--- src/rtl/lockmon_pkg.sv ---
package lockmon_pkg;

  typedef enum logic [1:0] {
    SEL_LOCK = 2'b00,
    SEL_HIGH = 2'b01,
    SEL_LOW  = 2'b10,
    SEL_HIZ  = 2'b11
  } stat_sel_e;

  // number of whole sample periods that fit into a time window
  function automatic int window_count(input int window_ps, input int sample_ps);
    int n;
    n = window_ps / sample_ps;
    if (n < 1) n = 1;
    return n;
  endfunction

endpackage

--- src/rtl/lockmon_err_meter.sv ---
module lockmon_err_meter #(
  parameter int ERR_W = 8
) (
  input  logic             clk,
  input  logic             rst,
  input  logic             pfd_up,
  input  logic             pfd_dn,
  input  logic             ref_mark,
  output logic             cycle_end,
  output logic [ERR_W-1:0] cycle_err
);

  localparam logic [ERR_W-1:0] ACC_MAX = {ERR_W{1'b1}};

  // saturating increment by one sample
  function automatic logic [ERR_W-1:0] sat_step(input logic [ERR_W-1:0] v,
                                                input logic inc);
    if (!inc || v == ACC_MAX) return v;
    return v + ERR_W'(1);
  endfunction

  logic             ref_q;
  logic             armed;
  logic [ERR_W-1:0] acc;
  logic             one_side;
  logic             mark_rise;

  assign one_side  = pfd_up ^ pfd_dn;
  assign mark_rise = ref_mark & ~ref_q;
  assign cycle_end = mark_rise & armed;
  assign cycle_err = acc;

  always_ff @(posedge clk) begin
    if (rst) begin
      ref_q <= 1'b0;
      armed <= 1'b0;
      acc   <= '0;
    end else begin
      ref_q <= ref_mark;
      if (mark_rise) begin
        armed <= 1'b1;
        acc   <= ERR_W'(one_side);
      end else begin
        acc   <= sat_step(acc, one_side);
      end
    end
  end

  AST_ACC_RESTART: assert property (@(posedge clk) disable iff (rst)
    mark_rise |=> (acc <= ERR_W'(1)));
  AST_ACC_NO_WRAP: assert property (@(posedge clk) disable iff (rst)
    (!mark_rise && acc == ACC_MAX) |=> (acc == ACC_MAX));
  AST_ACC_ONE_STEP: assert property (@(posedge clk) disable iff (rst)
    (!mark_rise && !one_side) |=> $stable(acc));
  AST_ARMED_STAYS: assert property (@(posedge clk) disable iff (rst)
    armed |=> armed);

endmodule

--- src/rtl/lockmon_run_track.sv ---
module lockmon_run_track #(
  parameter int ERR_W     = 8,
  parameter int RUN_LEN   = 40,
  parameter int DEF_LIMIT = 3
) (
  input  logic             clk,
  input  logic             rst,
  input  logic             cycle_end,
  input  logic [ERR_W-1:0] cycle_err,
  input  logic [ERR_W-1:0] err_limit,
  output logic             lock
);

  localparam int RUN_W = $clog2(RUN_LEN + 1);
  localparam logic [RUN_W-1:0] RUN_TOP  = RUN_W'(RUN_LEN);
  localparam logic [RUN_W-1:0] RUN_LAST = RUN_W'(RUN_LEN - 1);
  localparam logic [ERR_W-1:0] DEF_LIM  = ERR_W'(DEF_LIMIT);

  // zero on the limit input selects the built-in default
  function automatic logic [ERR_W-1:0] pick_limit(input logic [ERR_W-1:0] cfg);
    return (cfg == '0) ? DEF_LIM : cfg;
  endfunction

  function automatic logic [RUN_W-1:0] run_next(input logic [RUN_W-1:0] r);
    return (r >= RUN_TOP) ? RUN_TOP : r + RUN_W'(1);
  endfunction

  logic [ERR_W-1:0] limit_eff;
  logic             good_cycle;
  logic             bad_cycle;
  logic [RUN_W-1:0] run_cnt;

  assign limit_eff  = pick_limit(err_limit);
  assign good_cycle = cycle_end && (cycle_err < limit_eff);
  assign bad_cycle  = cycle_end && !(cycle_err < limit_eff);

  always_ff @(posedge clk) begin
    if (rst) begin
      run_cnt <= '0;
      lock    <= 1'b0;
    end else if (good_cycle) begin
      run_cnt <= run_next(run_cnt);
      lock    <= (run_cnt >= RUN_LAST);
    end else if (bad_cycle) begin
      run_cnt <= '0;
      lock    <= 1'b0;
    end
  end

  AST_RUN_BOUND: assert property (@(posedge clk) disable iff (rst)
    run_cnt <= RUN_TOP);
  AST_LOCK_HAS_RUN: assert property (@(posedge clk) disable iff (rst)
    lock |-> (run_cnt == RUN_TOP));
  AST_BAD_DROPS: assert property (@(posedge clk) disable iff (rst)
    bad_cycle |=> (!lock && run_cnt == '0));
  AST_LOCK_KEPT: assert property (@(posedge clk) disable iff (rst)
    (lock && !bad_cycle) |=> lock);

endmodule

--- src/rtl/lockmon_status_mux.sv ---
module lockmon_status_mux
  import lockmon_pkg::*;
(
  input  logic      lock,
  input  stat_sel_e sel,
  output logic      stat_out,
  output logic      stat_oe
);

  always_comb begin
    stat_out = 1'b0;
    stat_oe  = 1'b1;
    unique case (sel)
      SEL_LOCK: stat_out = lock;
      SEL_HIGH: stat_out = 1'b1;
      SEL_LOW:  stat_out = 1'b0;
      SEL_HIZ:  stat_oe  = 1'b0;
      default:  stat_oe  = 1'b0;
    endcase
  end

endmodule

--- src/rtl/pfd_lock_monitor.sv ---
module pfd_lock_monitor
  import lockmon_pkg::*;
#(
  parameter int ERR_W     = 8,
  parameter int RUN_LEN   = 40,
  parameter int SAMPLE_PS = 1000,
  parameter int WINDOW_PS = 3000
) (
  input  logic             clk,
  input  logic             rst,
  input  logic             pfd_up,
  input  logic             pfd_dn,
  input  logic             ref_mark,
  input  logic [ERR_W-1:0] err_limit,
  input  logic [1:0]       stat_sel,
  output logic             lock,
  output logic             stat_out,
  output logic             stat_oe
);

  localparam int DEF_LIMIT = window_count(WINDOW_PS, SAMPLE_PS);

  logic             cycle_end;
  logic [ERR_W-1:0] cycle_err;
  stat_sel_e        sel_e;

  assign sel_e = stat_sel_e'(stat_sel);

  lockmon_err_meter #(.ERR_W(ERR_W)) u_meter (
    .clk       (clk),
    .rst       (rst),
    .pfd_up    (pfd_up),
    .pfd_dn    (pfd_dn),
    .ref_mark  (ref_mark),
    .cycle_end (cycle_end),
    .cycle_err (cycle_err)
  );

  lockmon_run_track #(
    .ERR_W     (ERR_W),
    .RUN_LEN   (RUN_LEN),
    .DEF_LIMIT (DEF_LIMIT)
  ) u_run (
    .clk       (clk),
    .rst       (rst),
    .cycle_end (cycle_end),
    .cycle_err (cycle_err),
    .err_limit (err_limit),
    .lock      (lock)
  );

  lockmon_status_mux u_mux (
    .lock     (lock),
    .sel      (sel_e),
    .stat_out (stat_out),
    .stat_oe  (stat_oe)
  );

  AST_LOCK_ONLY_AT_EDGE: assert property (@(posedge clk) disable iff (rst)
    $rose(lock) |-> $past(cycle_end));
  AST_STAT_FOLLOWS_LOCK: assert property (@(posedge clk) disable iff (rst)
    (stat_sel == 2'b00) |-> (stat_oe && stat_out == lock));
  AST_HIZ_RELEASES: assert property (@(posedge clk) disable iff (rst)
    (stat_sel == 2'b11) |-> (!stat_oe && !stat_out));
  AST_RESET_CLEARS: assert property (@(posedge clk)
    rst |=> !lock);

endmodule

--- config.mk ---
export PLATFORM = sky130hd
export DESIGN_NAME = pfd_lock_monitor
export DESIGN_NICKNAME = d
export VERILOG_FILES = /design/src/rtl/lockmon_pkg.sv /design/src/rtl/lockmon_err_meter.sv /design/src/rtl/lockmon_run_track.sv /design/src/rtl/lockmon_status_mux.sv /design/src/rtl/pfd_lock_monitor.sv
export SDC_FILE = /design/constraint.sdc
export NUM_CORES = 1
export LEC_CHECK = 0
export BUFFER_PORTS_ARGS = -buffer_cell sky130_fd_sc_hd__buf_2
export CAP_MARGIN = 10
export CORE_MARGIN = 2
export CORE_UTILIZATION = 45
export CTS_CLUSTER_SIZE = 25
export DETAILED_ROUTE_END_ITERATION = 10
export HOLD_SLACK_MARGIN = 0.15
export PLACE_DENSITY = 0.66
export RECOVER_POWER = 25
export SETUP_SLACK_MARGIN = 0.05
export SYNTH_ARGS = -nofsm -noshare
export SYNTH_HDL_FRONTEND = slang
export SYNTH_SLANG_ARGS = --single-unit
--- constraint.sdc ---
create_clock -name clk -period 2.27 [get_ports clk]
set_input_delay 0.454 -clock clk [delete_from_list [all_inputs] [get_ports clk]]
set_output_delay 0.454 -clock clk [all_outputs]
set_load 0.01 [all_outputs]
---- Word level (Yosys, flattened, before mapping) ----
Index checks and enable logic that the tools add are counted.
storage, ports and cells
  input port bits ......................... 15
  register bits ........................... 17
  output and inout port bits .............. 3
  logic and storage cells ................. 42
operators by class
  eq/ne operators ......................... 5
  mux-type cells .......................... 13
  bitwise operators ....................... 4
  add/sub/neg operators ................... 2
  magnitude comparators ................... 3
  reductions and logical operators ........ 9
operator list
  operator             count
  $mux 6               3
  $mux 8               2
  $ge 6x6->1 const B   2
  $add 8x1->8 const B  1
  $eq 8x8->1 const B   1
  $logic_not 8->1      1
  $lt 8x8->1           1
  $mux 1               7
  $add 6x1->6 const B  1
  $ne 3x2->1 const B   1
  $and 1x1->1          2
  $eq 2x1->1 const B   1
  $eq 2x2->1 const B   1
  $logic_and 1x1->1    2
  $logic_not 1->1      2
  $logic_not 2->1      1
  $ne 2x2->1 const B   1
  $pmux 1 s2           1
  $reduce_bool 2->1    1
  $reduce_or 2->1      1
  $logic_or 1x1->1     1
  $not 1->1            1
  $xor 1x1->1          1

---- Logic depth before layout (Yosys ltp) ----
Gate-level depths: netlist of run 1.
  depth in word-level cells ............... 8
  gate-level depth with buffers ........... 9
  depth with buffers taken out ............ 8

---- Modules after synthesis ----
Synthesis of run 1 repeated with hierarchy kept, for this count alone.
second synthesis, totals
  cells, all modules ...................... 132
  area total of the unflattened synthesis .. 1083.5 µm²
by module, submodules not included
  module              instances  cells an instance  area each (µm²)
  lockmon_run_track   1          76                 574.3
  lockmon_err_meter   1          54                 495.5
  lockmon_status_mux  1          2                  13.8

---- Worst setup path after synthesis of run 1 ----
Ideal clock, no wire load.
  path type ............................... in2reg
  start ................................... input port err_limit[2]
  end ..................................... register u_run.run_cnt[3]
  stages on the path ...................... 9
  data arrival time ....................... 1.908 ns
  slack ................................... 0.287 ns
  data required time ...................... 2.196 ns
  path buffers ............................ 1
  setup time .............................. 0.074 ns
  cell sequence ........................... nor4_2 a31oi_1 ha_1 a21oi_1 nand3_1 o21ai_1 buf_4 nand4_1 a31oi_1
between the ends
  cells in the longest elaborated chain, start to end .. 6
RTL lines
  what                                line                                              source
  start: declaration                  pfd_lock_monitor.sv:14                            input logic [ERR_W-1:0] err_limit,
  $logic_not 8->1                     lockmon_run_track.sv:21                           return (cfg == '0) ? DEF_LIM : cfg;
  $mux 8 *                            lockmon_run_track.sv:21
  $lt 8x8->1 *                        lockmon_run_track.sv:34, lockmon_run_track.sv:35
  $logic_not 1->1                     lockmon_run_track.sv:35                           assign bad_cycle = cycle_end && !(cycle_err < limit_eff);
  $logic_and 1x1->1                   lockmon_run_track.sv:35
  $reduce_bool 2->1 (no source line)  -
  end signal: assignment              lockmon_run_track.sv:42                           run_cnt <= run_next(run_cnt);
  end: declaration                    lockmon_run_track.sv:31                           logic [RUN_W-1:0] run_cnt;
Every way passes the cells marked *; elsewhere a longest branch is shown, timed or not.
A chain may end at the register's enable or synchronous reset.

---- Final worst setup path of run 1 ----
  start ................................... input port err_limit[2]
  end ..................................... register u_run.run_cnt[2]
The elaborated chain is that of the path after synthesis.

==> metrics.txt, run 1 <==
DRC Markers=0; Cells after Synth=126; Hold Path Class=input port to flop; CTS clk-pin slew, worst paths=0.10 ns; CP Capture Type=flop; Max Cap Violations=0; final core utilization=53.7%; largest area contributor in the netlist=dfxtp_1; unrepaired setup endpoints after global routing=no; Area Overhead vs Synth=13.2%; Critical Path Start Type=input port; Final Max Tran Viols=0; Yosys cell types=34; # rows=17; post-synthesis sequential area ratio=32.5%; total wire length=2.08 mm; Final Skew=0.00281 ns; Pwr Density=469 mW/mm^2; final hold slack=0.440 ns; vias post-DR=957; die area=0.00273 sq mm; adder-cell share of the synthesized area=11.9%; critical path arrival=2.13 ns; largest family of logic cells by synthesized area=simple AND/OR/NAND/NOR gates; status=completed; dominant cells by area after synthesis=dfxtp_1 32%, ha_1 12%, nor2_1 4.3%, xor2_1 4.2%, a21oi_1 3.8%; GPL Wtd Cong=0.746; final count of negative-setup-slack endpoints=0; final net count=172; cell area after synthesis=0.00105 sq mm; core area=0.00221 sq mm; final hold violations=0; First-pass DRT Iterations=4; Initial Utilization=47.4%; vias in the first global route=921; H-Tree Depth=1; GRT Residual Overflow=0; Vias per Instance=5.50; hpwl dp=1.67 mm; fraction of layout cells with a size suffix above 1=15.1%; Antenna Nets Post-Route=0; Synth Net Count=151; Worst-Margin Slew=0.495 ns; post-route setup TNS=0 ns; first-pass GRT wire length=3.69 mm; Slew headroom=67.0%; Wirelength per Cell=12.0 um; post_cts resized=0; post-synthesis compound-gate area fraction=16.3%; yosys warns=0; leakage power=0.514 nW; ys async rst share=0%; Tot GR Track Use=17.9%; mux contribution to synthesized area=0.955%; Post-synth EDFFs=0; commonest non-fill, non-tap cell in the layout=dfxtp_1; post-synthesis register bit count=17; n_diodes=0; ys flop type=dfxtp_1; setup bufs post-CTS=0; Final WS setup=0.362 ns; Finished Layout Cells=174; DIE WIDTH=52.3 um; clock tree sinks=17; port buffer count=17; hold path start=ref_mark; worst setup path class=input port to flop; worst flop-to-flop path startpoint=u_meter.cycle_err[6]; initial DRC count=19; crit path from=err_limit[2]; post-synthesis simple-gate area fraction=27.8%; worst skew pair latency=0.29 ns; placed cell count=170; initial antenna violation count=0; CTS buffer count=3; most frequent cells in the layout=17 x dfxtp_1, 13 x buf_2, 12 x nor2_1; Critical Path RT=2.49 ns; pre-CTS WS=0.0709 ns; CP max FO=11; CTS Hold Buffers Added=0; minimum clock period=1.91 ns; TritonCTS clock tree=done; XOR/XNOR Fraction of Synth Area=5.85%; Chip Height=52.3 um; top cell type's share of synthesized area=32.5%; CTS root buffer=clkbuf_4; num ports=18; maximum clock insertion buffer count=2; largest net degree at the start of global routing=13; FMAX=524 MHz; Period Utilization, post-route=84.0%; Post-Syn Area per Cell=8.32 sq um; worst ir drop on vdd=308 uV
path summary, 6_finish.rpt:
check	to	slack, ns	cells after the start
setup / recovery	u_run.run_cnt[2]	0.36	10
hold / removal	u_meter.ref_q	0.44	2
setup reg to reg	u_run.run_cnt[2]	0.47	6
hold reg to reg	u_run.lock	0.48	2
per-stage QoR:
step	power (mW)	cell area [sq um]
2_1_floorplan	0.368	1050
3_3_place_gp	0.394	1160
3_5_place_dp	0.398	1160
4_1_cts	0.566	1190
5_1_grt	0.588	1190
6_report	0.557	1190
kinds of logic after synthesis:
family / after synthesis
multiplexers: 1
flip-flops: 17
buffers and inverters: 12
XOR/XNOR: 7
adder cells (fa/ha/maj): 10
AND/OR/NAND/NOR: 53
AO/OA/AOI/OAI: 26
final cells by class:
class	count	area [sq um]
clock buffers	3	22.5
fillers	225	1020
well taps	28	35.0
inverters	10	37.5
repair buffers	18	87.6
multi-input cells	97	659
clock inverters	1	5.00
flip-flops and latches	17	340
worst max-delay path, stage by stage:
cell	delay, ns
buf_2	0.11
nor4_2	0.30
a31oi_1	0.13
ha_1	0.31
a21oi_1	0.16
nand3_1	0.09
o21ai_1	0.13
buf_4	0.18
nand4b_1	0.10
a31oi_1	0.17
registers in the layout (all words and copies together) (netlist names):
signal	count
u_run.lock	1
u_meter.armed	1
u_meter.cycle_err	8
u_meter.ref_q	1
u_run.run_cnt	6
Yosys cell counts (2+ instances only):
library cell	instances
dfxtp_1	17
nor2_1	12
ha_1	10
inv_1	10
nand2_1	10
a21oi_1	8
nand3_1	8
nand4_1	6
o21ai_0	5
xor2_1	5
a31oi_1	4
nand2b_1	3
nor3_1	3
and3_1	2
nand4b_1	2
nor2b_1	2
xnor2_1	2
report_power, final:
group | switching, mW | internal [mW]
clock | 0.101 | 0.0655
sequential | 0.00832 | 0.305
combinational | 0.0415 | 0.0347
metal layers:
layer	routed length (um)	up-vias	track usage, %
li1	-	490	-
met1	903	442	21.9
met2	1070	21	30.4
met3	80	4	2.86
met4	28	0	8.55
met5	0	-	0
No activity file was read; power rests on OpenSTA's default activity.
==> inputs of run 2 (changes only) <==
Settings changed: PLACE_DENSITY 0.66 to 0.69.
Clock period 2.27 ns to 1.7 ns, I/O delays scaled along.
==> metrics.txt, run 2 (same netlist as run 1, synthesis figures left out) <==
status=finished with violations; failing checks=setup timing; critical path arrival=1.95 ns; final core utilization=60.0%; vias in the first global route=947; Wirelength per Cell=12.5 um; max reg flops=8; CP max FO=6; Area Overhead vs Synth=26.6%; FMAX=586 MHz; clock tree sinks=17; register area=340 sq um; initial DRC count=15; CTS buffer count=3; GPL Wtd Cong=0.758; DIE WIDTH=52.3 um; most frequent cells in the layout=17 x dfxtp_1, 14 x buf_2, 12 x nor2_1; port buffer count=17; Final Skew=0.00794 ns; total wire length=2.32 mm; Chip Height=52.3 um; Antenna Nets Post-Route=0; R2R depth=6; leakage power=0.597 nW; H-Tree Depth=1; worst skew pair latency=0.31 ns; fraction of layout cells with a size suffix above 1=26.8%; Hold Path Class=input port to flop; Vias per Instance=5.46; WHS Path Cells=2; commonest non-fill, non-tap cell in the layout=dfxtp_1; CTS clk-pin slew, worst paths=0.11 ns; Max Cap Violations=0; CTS root buffer=clkbuf_4; DRC Markers=0; hpwl dp=1.79 mm; Final WS setup=-0.00612 ns; Hold Path Sink=u_meter.ref_q; worst ir drop on vdd=509 uV; Final Max Tran Viols=0; minimum clock period=1.71 ns; GRT Residual Overflow=0; core area=0.00221 sq mm; # rows=17; largest net degree at the start of global routing=13; vias post-DR=1011; CP Capture Type=flop; final count of negative-setup-slack endpoints=1; Critical Path RT=1.94 ns; final instance area=0.00133 sq mm; worst flop-to-flop path startpoint=u_meter.cycle_err[6]; Slew headroom=77.7%; final net count=183; Worst-Margin Slew=0.333 ns; Tot GR Track Use=19.4%; num ports=18; Critical Path Start Type=input port; reg2reg end=u_run.run_cnt[2]; placed cell areas=0.00124 sq mm; Pwr Density=582 mW/mm^2; maximum clock insertion buffer count=2; initial antenna violation count=0; Layout fillers=213; first-pass GRT wire length=3.91 mm; Period Utilization, post-route=100%; worst setup path class=input port to flop; Initial Utilization=47.4%; die area=0.00273 sq mm; First-pass DRT Iterations=4; TritonCTS clock tree=done; R2R Setup Slk=0.01 ns; unrepaired setup endpoints after global routing=yes; hold path start=ref_mark; area of the multi-input gates=693 sq um; final hold violations=0; CTS Hold Buffers Added=0; n_diodes=0
==> run 2: power breakdown <==
group	internal (mW)	switching, mW	leakage (nW)
clock network	0.0880	0.139	0.0177
registers	0.408	0.0109	0.138
logic	0.0630	0.0640	0.442
total	0.559	0.214	0.597
==> run 2: how the worst max path moves through the flow <==
stage / from / end / depth (start not counted)
detailed placement: err_limit[7] / u_run.run_cnt[2] / 10
floorplan: err_limit[7] / u_run.run_cnt[2] / 9
CTS: err_limit[7] / u_run.run_cnt[2] / 10
global route: err_limit[7] / u_run.run_cnt[3] / 10
finish: err_limit[7] / u_run.run_cnt[2] / 10
global placement: err_limit[7] / u_run.run_cnt[2] / 10
==> run 2: final cells by class <==
| cell class | count | area share, % |
|---|---|---|
| sequential | 17 | 25.6 |
| inverter | 10 | 2.83 |
| timing repair buffer | 29 | 14.6 |
| clock inverter | 1 | 0.377 |
| tap | 28 | 2.64 |
| multi-input combinational | 97 | 52.2 |
| clock buffer | 3 | 1.70 |
==> run 2: through the flow <==
step	hold slack (ns)	power (mW)	std cells	TNS, ns	worst slack [ns]
after detailed placement	0.477	0.543	179	-2.34	-0.373
after global routing	0.315	0.818	185	-0.563	-0.115
after floorplan	0.461	0.492	126	-0.549	-0.120
after CTS	0.300	0.780	183	-0.00995	-0.00995
final	0.305	0.773	185	-0.00612	-0.00612
after global placement	0.468	0.538	179	-1.76	-0.281
==> run 2: worst max-delay path, cell delays in order <==
cell and delay, ns:
buf_8 0.10, nor4_4 0.30, a31oi_1 0.12, ha_1 0.31, a21oi_2 0.14, nand3_2 0.09
o21ai_2 0.16, buf_6 0.14, nand4b_1 0.08, a31oi_1 0.17
==> run 2: layer usage <==
layer	track usage (%)	part of all wire [%]
met5	0	0
met4	5.13	1.6
met2	35.7	52
met1	21.5	43
met3	6.00	3.2
==> run 2: what timing repair did <==
action / in CTS / in global routing
resized for setup: 6 / 9
pin swaps: 0 / 1
endpoints found under the setup margin: 7 / 7
setup buffers: 0 / 1
cloned: 0 / 1
==> inputs of run 3 (changes only) <==
Settings changed: CELL_PAD_IN_SITES_DETAIL_PLACEMENT from default to 1, CELL_PAD_IN_SITES_GLOBAL_PLACEMENT from default to 2, CORE_UTILIZATION 45 to 29, PLACE_DENSITY 0.69 to default, PLACE_DENSITY_LB_ADDON from default to 0.1.
==> metrics.txt, run 3 (same netlist as run 1, synthesis figures left out) <==
DRC Markers=0; CTS root buffer=clkbuf_4; Period Utilization, post-route=106%; Slew headroom=80.6%; final net count=188; vias in the first global route=1052; failing checks=setup timing; Tot GR Track Use=14.7%; maximum clock insertion buffer count=2; CP max FO=6; Wirelength per Cell=12.9 um; Chip Height=64.1 um; Worst-Margin Slew=0.291 ns; Critical Path RT=1.93 ns; First-pass DRT Iterations=4; initial DRC count=25; core area=0.00342 sq mm; Area Overhead vs Synth=36.2%; fraction of layout cells with a size suffix above 1=31.5%; commonest non-fill, non-tap cell in the layout=dfxtp_1; leakage power=0.633 nW; worst ir drop on vdd=252 uV; H-Tree Depth=1; hpwl dp=2.07 mm; Hold Path Class=input port to flop; Vias per Instance=4.90; worst setup path class=input port to flop; n_diodes=0; CP Capture Type=flop; Max Cap Violations=0; R2R Setup Slk=-0.02 ns; port buffer count=17; Hold Path Sink=u_meter.ref_q; DIE WIDTH=64.1 um; Critical Path Start Type=input port; reg2reg end=u_run.run_cnt[2]; FMAX=555 MHz; CTS Hold Buffers Added=0; Layout fillers=427; TritonCTS clock tree=done; max reg flops=8; Pwr Density=554 mW/mm^2; pre-CTS WS=-0.451 ns; placed cell count=200; critical path arrival=2.03 ns; worst flop-to-flop path startpoint=u_meter.cycle_err[6]; Finished Layout Cells=208; largest net degree at the start of global routing=13; final count of negative-setup-slack endpoints=7; final core utilization=41.8%; first-pass GRT wire length=4.70 mm; initial antenna violation count=0; R2R depth=6; Final Max Tran Viols=0; final hold violations=0; CTS clk-pin slew, worst paths=0.11 ns; clock tree sinks=17; Final WS setup=-0.103 ns; most frequent cells in the layout=16 x dfxtp_1, 14 x buf_2, 14 x buf_4; minimum clock period=1.80 ns; CTS buffer count=3; hold path start=ref_mark; WHS Path Cells=2; crit path from=err_limit[5]; final instance area=0.00143 sq mm; GRT Residual Overflow=0; Initial Utilization=30.7%; unrepaired setup endpoints after global routing=yes; Antenna Nets Post-Route=0; num ports=18; placed cell areas=0.00129 sq mm; vias post-DR=1020; # rows=21; worst skew pair latency=0.29 ns; GPL Wtd Cong=0.692; total wire length=2.68 mm; Final Skew=0.00193 ns; status=finished with violations; die area=0.00411 sq mm
run 3: cell count changes in the layout (fill, tap and decap cells not counted), sizes merged:
cell  previous run  this run
buf             28        33
run 3: how the worst max path moves through the flow:
stage               cells past startpoint          endpoint  slack [ns]
floorplan                               9  u_run.run_cnt[2]       -0.12
global placement                       10  u_run.run_cnt[2]       -0.32
detailed placement                     10  u_run.run_cnt[2]       -0.45
CTS                                    10  u_run.run_cnt[2]       -0.14
global route                           10  u_run.run_cnt[2]       -0.26
finish                                 10  u_run.run_cnt[2]       -0.10
run 3: cell type report:
cell class              count  area [sq um]  area share [%]
inverters                  10          37.5            2.63
clock buffers               3          22.5            1.58
flip-flops and latches     17           342            23.9
multi-input cells          97           724            50.7
repair buffers             34           239            16.7
clock inverters             1          5.00           0.351
well taps                  46          57.6            4.03
run 3: power by group:
part           total, mW  switching (mW)  internal, mW  leakage [nW]
combinational      0.148          0.0736        0.0746         0.477
clock              0.224           0.137        0.0874        0.0177
sequential         0.419          0.0108         0.408         0.138
total              0.791           0.221         0.570         0.633
run 3: critical path, stage by stage:
cell and delay [ns]:
buf_8 0.10, nor4_4 0.29, a31oi_1 0.13, ha_1 0.35
a21oi_2 0.15, nand3_2 0.10, o21ai_4 0.17, buf_6 0.14
nand4b_1 0.08, a31oi_1 0.16
run 3: metrics by stage:
step / TNS (ns) / total power [mW] / hold slack, ns
2_1_floorplan: -0.549 / 0.492 / 0.461
3_3_place_gp: -2.00 / 0.545 / 0.470
3_5_place_dp: -2.98 / 0.550 / 0.481
4_1_cts: -0.692 / 0.789 / 0.303
5_1_grt: -1.35 / 0.846 / 0.304
6_report: -0.481 / 0.791 / 0.316
run 3: what timing repair did:
action | in CTS | in global routing
buffers inserted | 1 | 2
cloned | 1 | 0
setup endpoints to repair | 7 | 11
pin swaps | 9 | 10
resized for setup | 12 | 10
run 3: metal layers:
layer / vias up / track usage (%) / share of wire (%)
met5: - / 0 / 0
met3: 2 / 3.35 / 3.0
met1: 489 / 17.0 / 45
li1: 516 / - / -
met4: 0 / 4.79 / 0.78
met2: 13 / 26.4 / 51
